File: src/rtl/i2cm_pkg.sv
package i2cm_pkg;

    localparam int BYTE_W    = 8;
    localparam int SLOT_CNT  = BYTE_W + 1;
    localparam int SLOT_W    = $clog2(SLOT_CNT);
    localparam int OP_W      = 3;

    typedef enum logic [OP_W-1:0] {
        OP_NONE  = 3'd0,
        OP_START = 3'd1,
        OP_STOP  = 3'd2,
        OP_WRITE = 3'd3,
        OP_READ  = 3'd4
    } op_e;

    typedef enum logic [3:0] {
        PH_IDLE,
        PH_S_REL, PH_S_SDA, PH_S_SCL,
        PH_P_LOW, PH_P_SCL, PH_P_SDA,
        PH_B_LOW, PH_B_REL, PH_B_WAIT, PH_B_END
    } phase_e;

    typedef struct packed {
        logic              is_read;
        logic              want_nack;
        logic [BYTE_W-1:0] shreg;
        logic [SLOT_W-1:0] slot;
    } xfer_t;

    function automatic logic op_known(input logic [OP_W-1:0] op);
        return (op >= OP_START) && (op <= OP_READ);
    endfunction

    // Pull-down request for SDA in a slot: data slots of a write follow the
    // outgoing bit, the acknowledge slot of a read follows the ACK choice.
    function automatic logic slot_pulls_sda(input logic is_read,
                                            input logic ack_slot,
                                            input logic tx_bit,
                                            input logic want_nack);
        if (ack_slot)
            return is_read && !want_nack;
        return !is_read && !tx_bit;
    endfunction

endpackage

File: src/rtl/i2cm_phase_timer.sv
module i2cm_phase_timer #(
    parameter int DIV_W = 8
) (
    input  logic             clk,
    input  logic             rst,
    input  logic             load,
    input  logic [DIV_W-1:0] load_val,
    output logic             expired
);

    logic [DIV_W-1:0] cnt_q;

    always_ff @(posedge clk) begin
        if (rst)
            cnt_q <= '0;
        else if (load)
            cnt_q <= load_val;
        else if (cnt_q != '0)
            cnt_q <= cnt_q - 1'b1;
    end

    assign expired = (cnt_q == '0);

endmodule

File: src/rtl/i2cm_stretch_wait.sv
module i2cm_stretch_wait #(
    parameter int POLL_MAX = 1000
) (
    input  logic clk,
    input  logic rst,
    input  logic active,
    input  logic scl_in,
    output logic go,
    output logic skip
);

    localparam int CNT_W = $clog2(POLL_MAX + 1);
    localparam logic [CNT_W-1:0] LIMIT = CNT_W'(POLL_MAX - 1);

    logic [CNT_W-1:0] cnt_q;
    logic             skip_q;
    logic             at_limit;

    assign at_limit = (cnt_q == LIMIT);
    assign go       = active && (scl_in || skip_q || at_limit);
    assign skip     = skip_q;

    always_ff @(posedge clk) begin
        if (rst) begin
            cnt_q  <= '0;
            skip_q <= 1'b0;
        end else begin
            if (!active || go)
                cnt_q <= '0;
            else
                cnt_q <= cnt_q + 1'b1;

            if (active && scl_in)
                skip_q <= 1'b0;
            else if (active && at_limit)
                skip_q <= 1'b1;
        end
    end

endmodule

File: src/rtl/i2cm_seq.sv
module i2cm_seq
    import i2cm_pkg::*;
#(
    parameter int DIV_W = 8
) (
    input  logic              clk,
    input  logic              rst,
    input  logic [DIV_W-1:0]  bit_div,
    input  logic              cmd_valid,
    input  logic [OP_W-1:0]   cmd_op,
    input  logic [BYTE_W-1:0] cmd_data,
    input  logic              cmd_nack,
    input  logic              sda_in,
    input  logic              tmr_expired,
    input  logic              wait_go,
    output logic              tmr_load,
    output logic [DIV_W-1:0]  tmr_val,
    output logic              wait_active,
    output logic              busy,
    output logic              done,
    output logic              nack,
    output logic [BYTE_W-1:0] rd_data,
    output logic              scl_oe,
    output logic              sda_oe
);

    localparam logic [SLOT_W-1:0] LAST_SLOT = SLOT_W'(BYTE_W);

    phase_e           ph_q, ph_d;
    xfer_t            x_q;
    logic [DIV_W-1:0] div_q;
    logic             scl_q, scl_d, sda_q, sda_d;
    logic             done_q, nack_q, abort_q, ack_q;
    logic             accept, fin, sample, slot_step, abort;
    logic [SLOT_W-1:0] slot_nx;

    assign accept  = (ph_q == PH_IDLE) && cmd_valid && op_known(cmd_op);
    assign slot_nx = x_q.slot + 1'b1;

    always_comb begin
        ph_d      = ph_q;
        scl_d     = scl_q;
        sda_d     = sda_q;
        tmr_load  = 1'b0;
        fin       = 1'b0;
        sample    = 1'b0;
        slot_step = 1'b0;
        abort     = 1'b0;
        unique case (ph_q)
            PH_IDLE: if (accept) begin
                tmr_load = 1'b1;
                if (cmd_op == OP_START) begin
                    ph_d = PH_S_REL; scl_d = 1'b0; sda_d = 1'b0;
                end else if (cmd_op == OP_STOP) begin
                    ph_d = PH_P_LOW; scl_d = 1'b1; sda_d = 1'b1;
                end else begin
                    ph_d  = PH_B_LOW; scl_d = 1'b1;
                    sda_d = slot_pulls_sda(cmd_op == OP_READ, 1'b0,
                                           cmd_data[BYTE_W-1], cmd_nack);
                end
            end
            PH_S_REL: if (tmr_expired) begin
                ph_d = PH_S_SDA; sda_d = 1'b1; tmr_load = 1'b1;
            end
            PH_S_SDA: if (tmr_expired) begin
                ph_d = PH_S_SCL; scl_d = 1'b1; tmr_load = 1'b1;
            end
            PH_P_LOW: if (tmr_expired) begin
                ph_d = PH_P_SCL; scl_d = 1'b0; tmr_load = 1'b1;
            end
            PH_P_SCL: if (tmr_expired) begin
                ph_d = PH_P_SDA; sda_d = 1'b0; tmr_load = 1'b1;
            end
            PH_S_SCL, PH_P_SDA: if (tmr_expired) begin
                ph_d = PH_IDLE; fin = 1'b1;
            end
            PH_B_LOW: if (tmr_expired) begin
                ph_d = PH_B_REL; scl_d = 1'b0; tmr_load = 1'b1;
            end
            PH_B_REL: if (tmr_expired)
                ph_d = PH_B_WAIT;
            PH_B_WAIT: if (wait_go) begin
                ph_d = PH_B_END; scl_d = 1'b1; tmr_load = 1'b1; sample = 1'b1;
            end
            PH_B_END: if (tmr_expired) begin
                if (x_q.slot != LAST_SLOT) begin
                    ph_d      = PH_B_LOW;
                    slot_step = 1'b1;
                    tmr_load  = 1'b1;
                    sda_d     = slot_pulls_sda(x_q.is_read, slot_nx == LAST_SLOT,
                                               x_q.shreg[BYTE_W-1], x_q.want_nack);
                end else if (!x_q.is_read && ack_q) begin
                    ph_d = PH_P_LOW; sda_d = 1'b1; tmr_load = 1'b1; abort = 1'b1;
                end else begin
                    ph_d = PH_IDLE; fin = 1'b1;
                end
            end
            default: ph_d = PH_IDLE;
        endcase
    end

    always_ff @(posedge clk) begin
        if (rst) begin
            ph_q    <= PH_IDLE;
            x_q     <= '0;
            div_q   <= '0;
            scl_q   <= 1'b0;
            sda_q   <= 1'b0;
            done_q  <= 1'b0;
            nack_q  <= 1'b0;
            abort_q <= 1'b0;
            ack_q   <= 1'b0;
        end else begin
            ph_q   <= ph_d;
            scl_q  <= scl_d;
            sda_q  <= sda_d;
            done_q <= fin;
            if (accept) begin
                div_q       <= bit_div;
                x_q.is_read <= (cmd_op == OP_READ);
                x_q.want_nack <= cmd_nack;
                x_q.shreg   <= cmd_data;
                x_q.slot    <= '0;
                nack_q      <= 1'b0;
                abort_q     <= 1'b0;
            end
            if (sample) begin
                if (x_q.slot == LAST_SLOT)
                    ack_q <= sda_in;
                else
                    x_q.shreg <= {x_q.shreg[BYTE_W-2:0], sda_in};
            end
            if (slot_step)
                x_q.slot <= slot_nx;
            if (abort)
                abort_q <= 1'b1;
            if (fin)
                nack_q <= abort_q;
        end
    end

    assign tmr_val     = (ph_q == PH_IDLE) ? bit_div : div_q;
    assign wait_active = (ph_q == PH_B_WAIT);
    assign busy        = (ph_q != PH_IDLE);
    assign done        = done_q;
    assign nack        = nack_q;
    assign rd_data     = x_q.shreg;
    assign scl_oe      = scl_q;
    assign sda_oe      = sda_q;

endmodule

File: src/rtl/i2c_byte_master.sv
module i2c_byte_master
    import i2cm_pkg::*;
#(
    parameter int DIV_W    = 8,
    parameter int POLL_MAX = 1000
) (
    input  logic              clk,
    input  logic              rst,
    input  logic [DIV_W-1:0]  bit_div,
    input  logic              cmd_valid,
    input  logic [OP_W-1:0]   cmd_op,
    input  logic [BYTE_W-1:0] cmd_data,
    input  logic              cmd_nack,
    output logic              busy,
    output logic              done,
    output logic              nack,
    output logic [BYTE_W-1:0] rd_data,
    output logic              stretch_skip,
    output logic              scl_oe,
    output logic              sda_oe,
    input  logic              scl_in,
    input  logic              sda_in
);

    logic             tmr_load, tmr_expired;
    logic [DIV_W-1:0] tmr_val;
    logic             wait_active, wait_go;

    i2cm_phase_timer #(.DIV_W(DIV_W)) u_timer (
        .clk      (clk),
        .rst      (rst),
        .load     (tmr_load),
        .load_val (tmr_val),
        .expired  (tmr_expired)
    );

    i2cm_stretch_wait #(.POLL_MAX(POLL_MAX)) u_stretch (
        .clk    (clk),
        .rst    (rst),
        .active (wait_active),
        .scl_in (scl_in),
        .go     (wait_go),
        .skip   (stretch_skip)
    );

    i2cm_seq #(.DIV_W(DIV_W)) u_seq (
        .clk         (clk),
        .rst         (rst),
        .bit_div     (bit_div),
        .cmd_valid   (cmd_valid),
        .cmd_op      (cmd_op),
        .cmd_data    (cmd_data),
        .cmd_nack    (cmd_nack),
        .sda_in      (sda_in),
        .tmr_expired (tmr_expired),
        .wait_go     (wait_go),
        .tmr_load    (tmr_load),
        .tmr_val     (tmr_val),
        .wait_active (wait_active),
        .busy        (busy),
        .done        (done),
        .nack        (nack),
        .rd_data     (rd_data),
        .scl_oe      (scl_oe),
        .sda_oe      (sda_oe)
    );

endmodule

File: config.mk
export PLATFORM = sky130hd
export DESIGN_NAME = i2c_byte_master
export DESIGN_NICKNAME = d
export VERILOG_FILES = /design/src/rtl/i2cm_pkg.sv /design/src/rtl/i2cm_phase_timer.sv /design/src/rtl/i2cm_stretch_wait.sv /design/src/rtl/i2cm_seq.sv /design/src/rtl/i2c_byte_master.sv
export SDC_FILE = /design/constraint.sdc
export NUM_CORES = 1
export LEC_CHECK = 0
export CAP_MARGIN = 15
export CORE_ASPECT_RATIO = 0.75
export CORE_MARGIN = 8
export CORE_UTILIZATION = 55
export DETAILED_ROUTE_END_ITERATION = 10
export GPL_ROUTABILITY_DRIVEN = 0
export PLACE_DENSITY = 0.91
export SLEW_MARGIN = 20
export SYNTH_ARGS = -nofsm -noshare
export SYNTH_HDL_FRONTEND = slang
export SYNTH_SLANG_ARGS = --single-unit
File: constraint.sdc
create_clock -name clk -period 2.1 [get_ports clk]
set_input_delay 0.42 -clock clk [delete_from_list [all_inputs] [get_ports clk]]
set_output_delay 0.42 -clock clk [all_outputs]
set_load 0.05 [all_outputs]
==> out/qor.yml, run 1 <==
status:
  outcome: "finished, final reports clean"
pwr:
  p_per_area_nw_per_um2: 1100
  total_power_mw: 3.97
  p_clk_share_pct: 18.0
  vdd_drop_max_mv: 0.857
  p_leak_nw: 1.44
  switching_share_pct: 39.9
  power_frac_comb_pct: 49.6
  internal_power_mw: 2.38
  seqPwrFrac_pct: 32.3
  power_switching_mw: 1.58
floorplanning:
  core.rowCount: 23
  io_pins: 39
  die_area_um2: 7840
  die_y_um: 78.7
  die_w_um: 99.6
  start_util_pct: 55.4
  core_um2: 5210
place:
  dp_hpwl_mm: 5.21
  io_buffers: 38
  pre_cts_ws_ns: -0.231
layout:
  final_common_cell: "nor2_1"
  syn_to_final_growth_pct: 25.3
  diodes: 0
  drive_gt1_share_pct: 16.8
  fin_nets: 421
  n_fill_cell: 395
  layout_common_cells: "49 x nor2_1, 47 x dfxtp_1, 37 x clkdlybuf4s50_1, 27 x buf_4, 25 x mux2i_1"
timing:
  slew_headroom_pct: 66.0
  tightest_slew_ns: 0.508
  finalClockSkew_ns: 0.00687
  fin_hold_ws_ns: 0.467
  period_share_pct: 96.1
  layout_setup_ws_ns: 0.0827
  final-max-slew-violation-count: 0
  tns_ns: 0
  fin_crit_ns: 2.02
  max_freq_mhz: 496
  hold_viol: 0
  finalSetupViolCount: 0
synthesis:
  synth_nets: 373
  synth-edff-count: 0
  synth_area_um2: 2890
  synth_area_per_cell_um2: 8.39
  syn_inst: 344
  yosysWarnings: 0
  ys_seq_area_share_pct: 35.4
  ys_ff_latch: 51
  synthFlopType: "dfxtp_1"
  synth_cell_types: 57
  synthArstFlopShare_pct: 0
min_path:
  min_path_type: "flip-flop to flip-flop"
  min_path_cells: 2
flow_run:
  cap_viol_max_count: 0
clock_tree:
  path_clk_slew_ns: 0.09
  root_buffer: "clkbuf_8"
  numCtsBuffers: 5
  clkLatencyLatePin_ns: 0.31
  hold_buffers: 0
  cts_tree: "built"
  cts_htree_levels: 2
  clockBufferDepth: 2
  cts_num_sinks: 51
detailed_routing:
  drt-pass1-iter-count: 5
  wl_mm: 7.36
  route.detailed.drc: 0
  wl_per_cell_um: 15.7
  antenna_left: 0
  via_per_inst: 5.97
  via_count: 2793
  drtIter0Drc: 183
global_routing:
  grt_antenna_before_repair: 0
  grt_max_degree: 22
  grt_overflow_total: 0
  track_usage_pct: 18.6
  grt_pass1_wl_mm: 12.3
  first_global_vias: 2683
worst_setup_path:
  cp-end-kind: "primary output"
  worst-path-max-fanout: 8
  crit_arrival_ns: 1.60
  criticalPathCategory: "flip-flop to primary output"
  cp.required_ns: 1.68
  ff2ff_path_depth: 5
  worstSetupStartpointType: "flip-flop"
-- state kept, by name, summed over array words and instances (netlist names) --
register,count
u_timer.cnt_q,8
u_seq.x_q,6
u_seq.nack,1
u_stretch.cnt_q,10
u_seq.div_q,8
u_seq.done,1
u_seq.scl_oe,1
u_seq.ack_q,1
u_seq.sda_oe,1
u_seq.abort_q,1
u_seq.ph_q,4
u_stretch.skip,1
u_seq.rd_data,8
-- final cells by class --
type	count	area, um2	share of cell area (%)
clock buffers	6	82.6	2.28
clock inverters	2	35.0	0.969
inverters	8	30.0	0.831
multi-input cells	259	1740	48.1
flip-flops and latches	51	1030	28.4
well taps	75	93.8	2.60
repair buffers	67	607	16.8
-- stage by stage --
step / cell area, um2 / util [%] / cells
CTS: 3560 / 68.4 / 468
floorplan: 2890 / - / 344
finish: 3610 / 69.4 / 468
detailed placement: 3440 / 66.0 / 460
global route: 3610 / 69.4 / 468
global placement: 3440 / 66.0 / 460
-- cells in the mapped netlist, drive strengths merged (3+ instances only) --
master / n / area, um2
or4: 4 / 30.0
nor4: 3 / 33.8
buf: 17 / 103
mux2i: 25 / 250
a21oi: 24 / 120
nand2: 17 / 63.8
xnor2: 5 / 43.8
or3: 5 / 31.3
and2: 3 / 18.8
nor2b: 6 / 37.5
xor2: 6 / 52.6
nand4: 3 / 18.8
nor3: 5 / 25.0
clkbuf: 9 / 33.8
nor2: 52 / 198
mux2: 7 / 78.8
inv: 8 / 30.0
o21ai: 18 / 90.1
o31ai: 5 / 37.5
nand3b: 4 / 30.0
dfxtp: 51 / 1020
nand3: 11 / 55.1
a211oi: 12 / 90.1
ha: 4 / 50.1
and3: 3 / 18.8
a22oi: 3 / 22.5
o211ai: 3 / 22.5
-- worst max-delay path, stage by stage, from the launching register on --
cell and delay (ns):
dfxtp_2 0.34, buf_4 0.16, nor4_4 0.40, inv_2 0.07
buf_6 0.15, buf_6 0.15
-- cell families after synthesis --
group	after synthesis	share of synthesized area [%]
AO/OA/AOI/OAI	83	18.7
XOR/XNOR	11	3.34
adder cells (fa/ha/maj)	4	1.73
buffers and inverters	34	5.77
flip-flops	51	35.4
multiplexers	32	11.4
AND/OR/NAND/NOR	129	23.6
-- path summary, 6_finish.rpt --
kind | from | to | slack (ns)
max | u_seq.ph_q[2] | busy | 0.08
min reg2reg | u_seq.abort_q | u_seq.abort_q | 0.47
max reg2reg | u_seq.ph_q[1] | u_seq.ph_q[3] | 0.09
min | u_seq.abort_q | u_seq.abort_q | 0.47
-- routing by layer --
layer / routed length (um) / GRT usage (%) / part of all wire [%]
met1: 3080 / 23.4 / 42
met2: 3560 / 30.9 / 48
met3: 576 / 3.93 / 7.8
met4: 146 / 7.08 / 2.0
met5: 0 / 0 / 0
-- power groups by stage --
stage	clock network (mW)	registers (mW)	logic [mW]
after floorplan	0	1.25	1.29
after global placement	0	1.26	1.75
after detailed placement	0	1.28	1.80
after CTS	0.724	1.26	1.84
after global routing	0.756	1.30	2.12
final	0.715	1.28	1.97
-- repair_timing --
| item | 4_1_cts | 5_1_grt |
|---|---|---|
| buffers inserted | 0 | 0 |
| gates resized for setup | 2 | 16 |
| setup endpoints to repair | 6 | 23 |
| pin swaps | 0 | 1 |
Note: power is estimated with default switching activity, not from simulation.
==> run 2: changes to the inputs <==
--- a/config.mk
+++ b/config.mk
@@ -11,6 +11,7 @@
 export CORE_UTILIZATION = 55
 export DETAILED_ROUTE_END_ITERATION = 10
 export GPL_ROUTABILITY_DRIVEN = 0
+export HOLD_SLACK_MARGIN = 0.08
 export PLACE_DENSITY = 0.91
 export SLEW_MARGIN = 20
 export SYNTH_ARGS = -nofsm -noshare
==> results of run 2 <==
Final layout, timing and power as in run 1 (identical DEF).
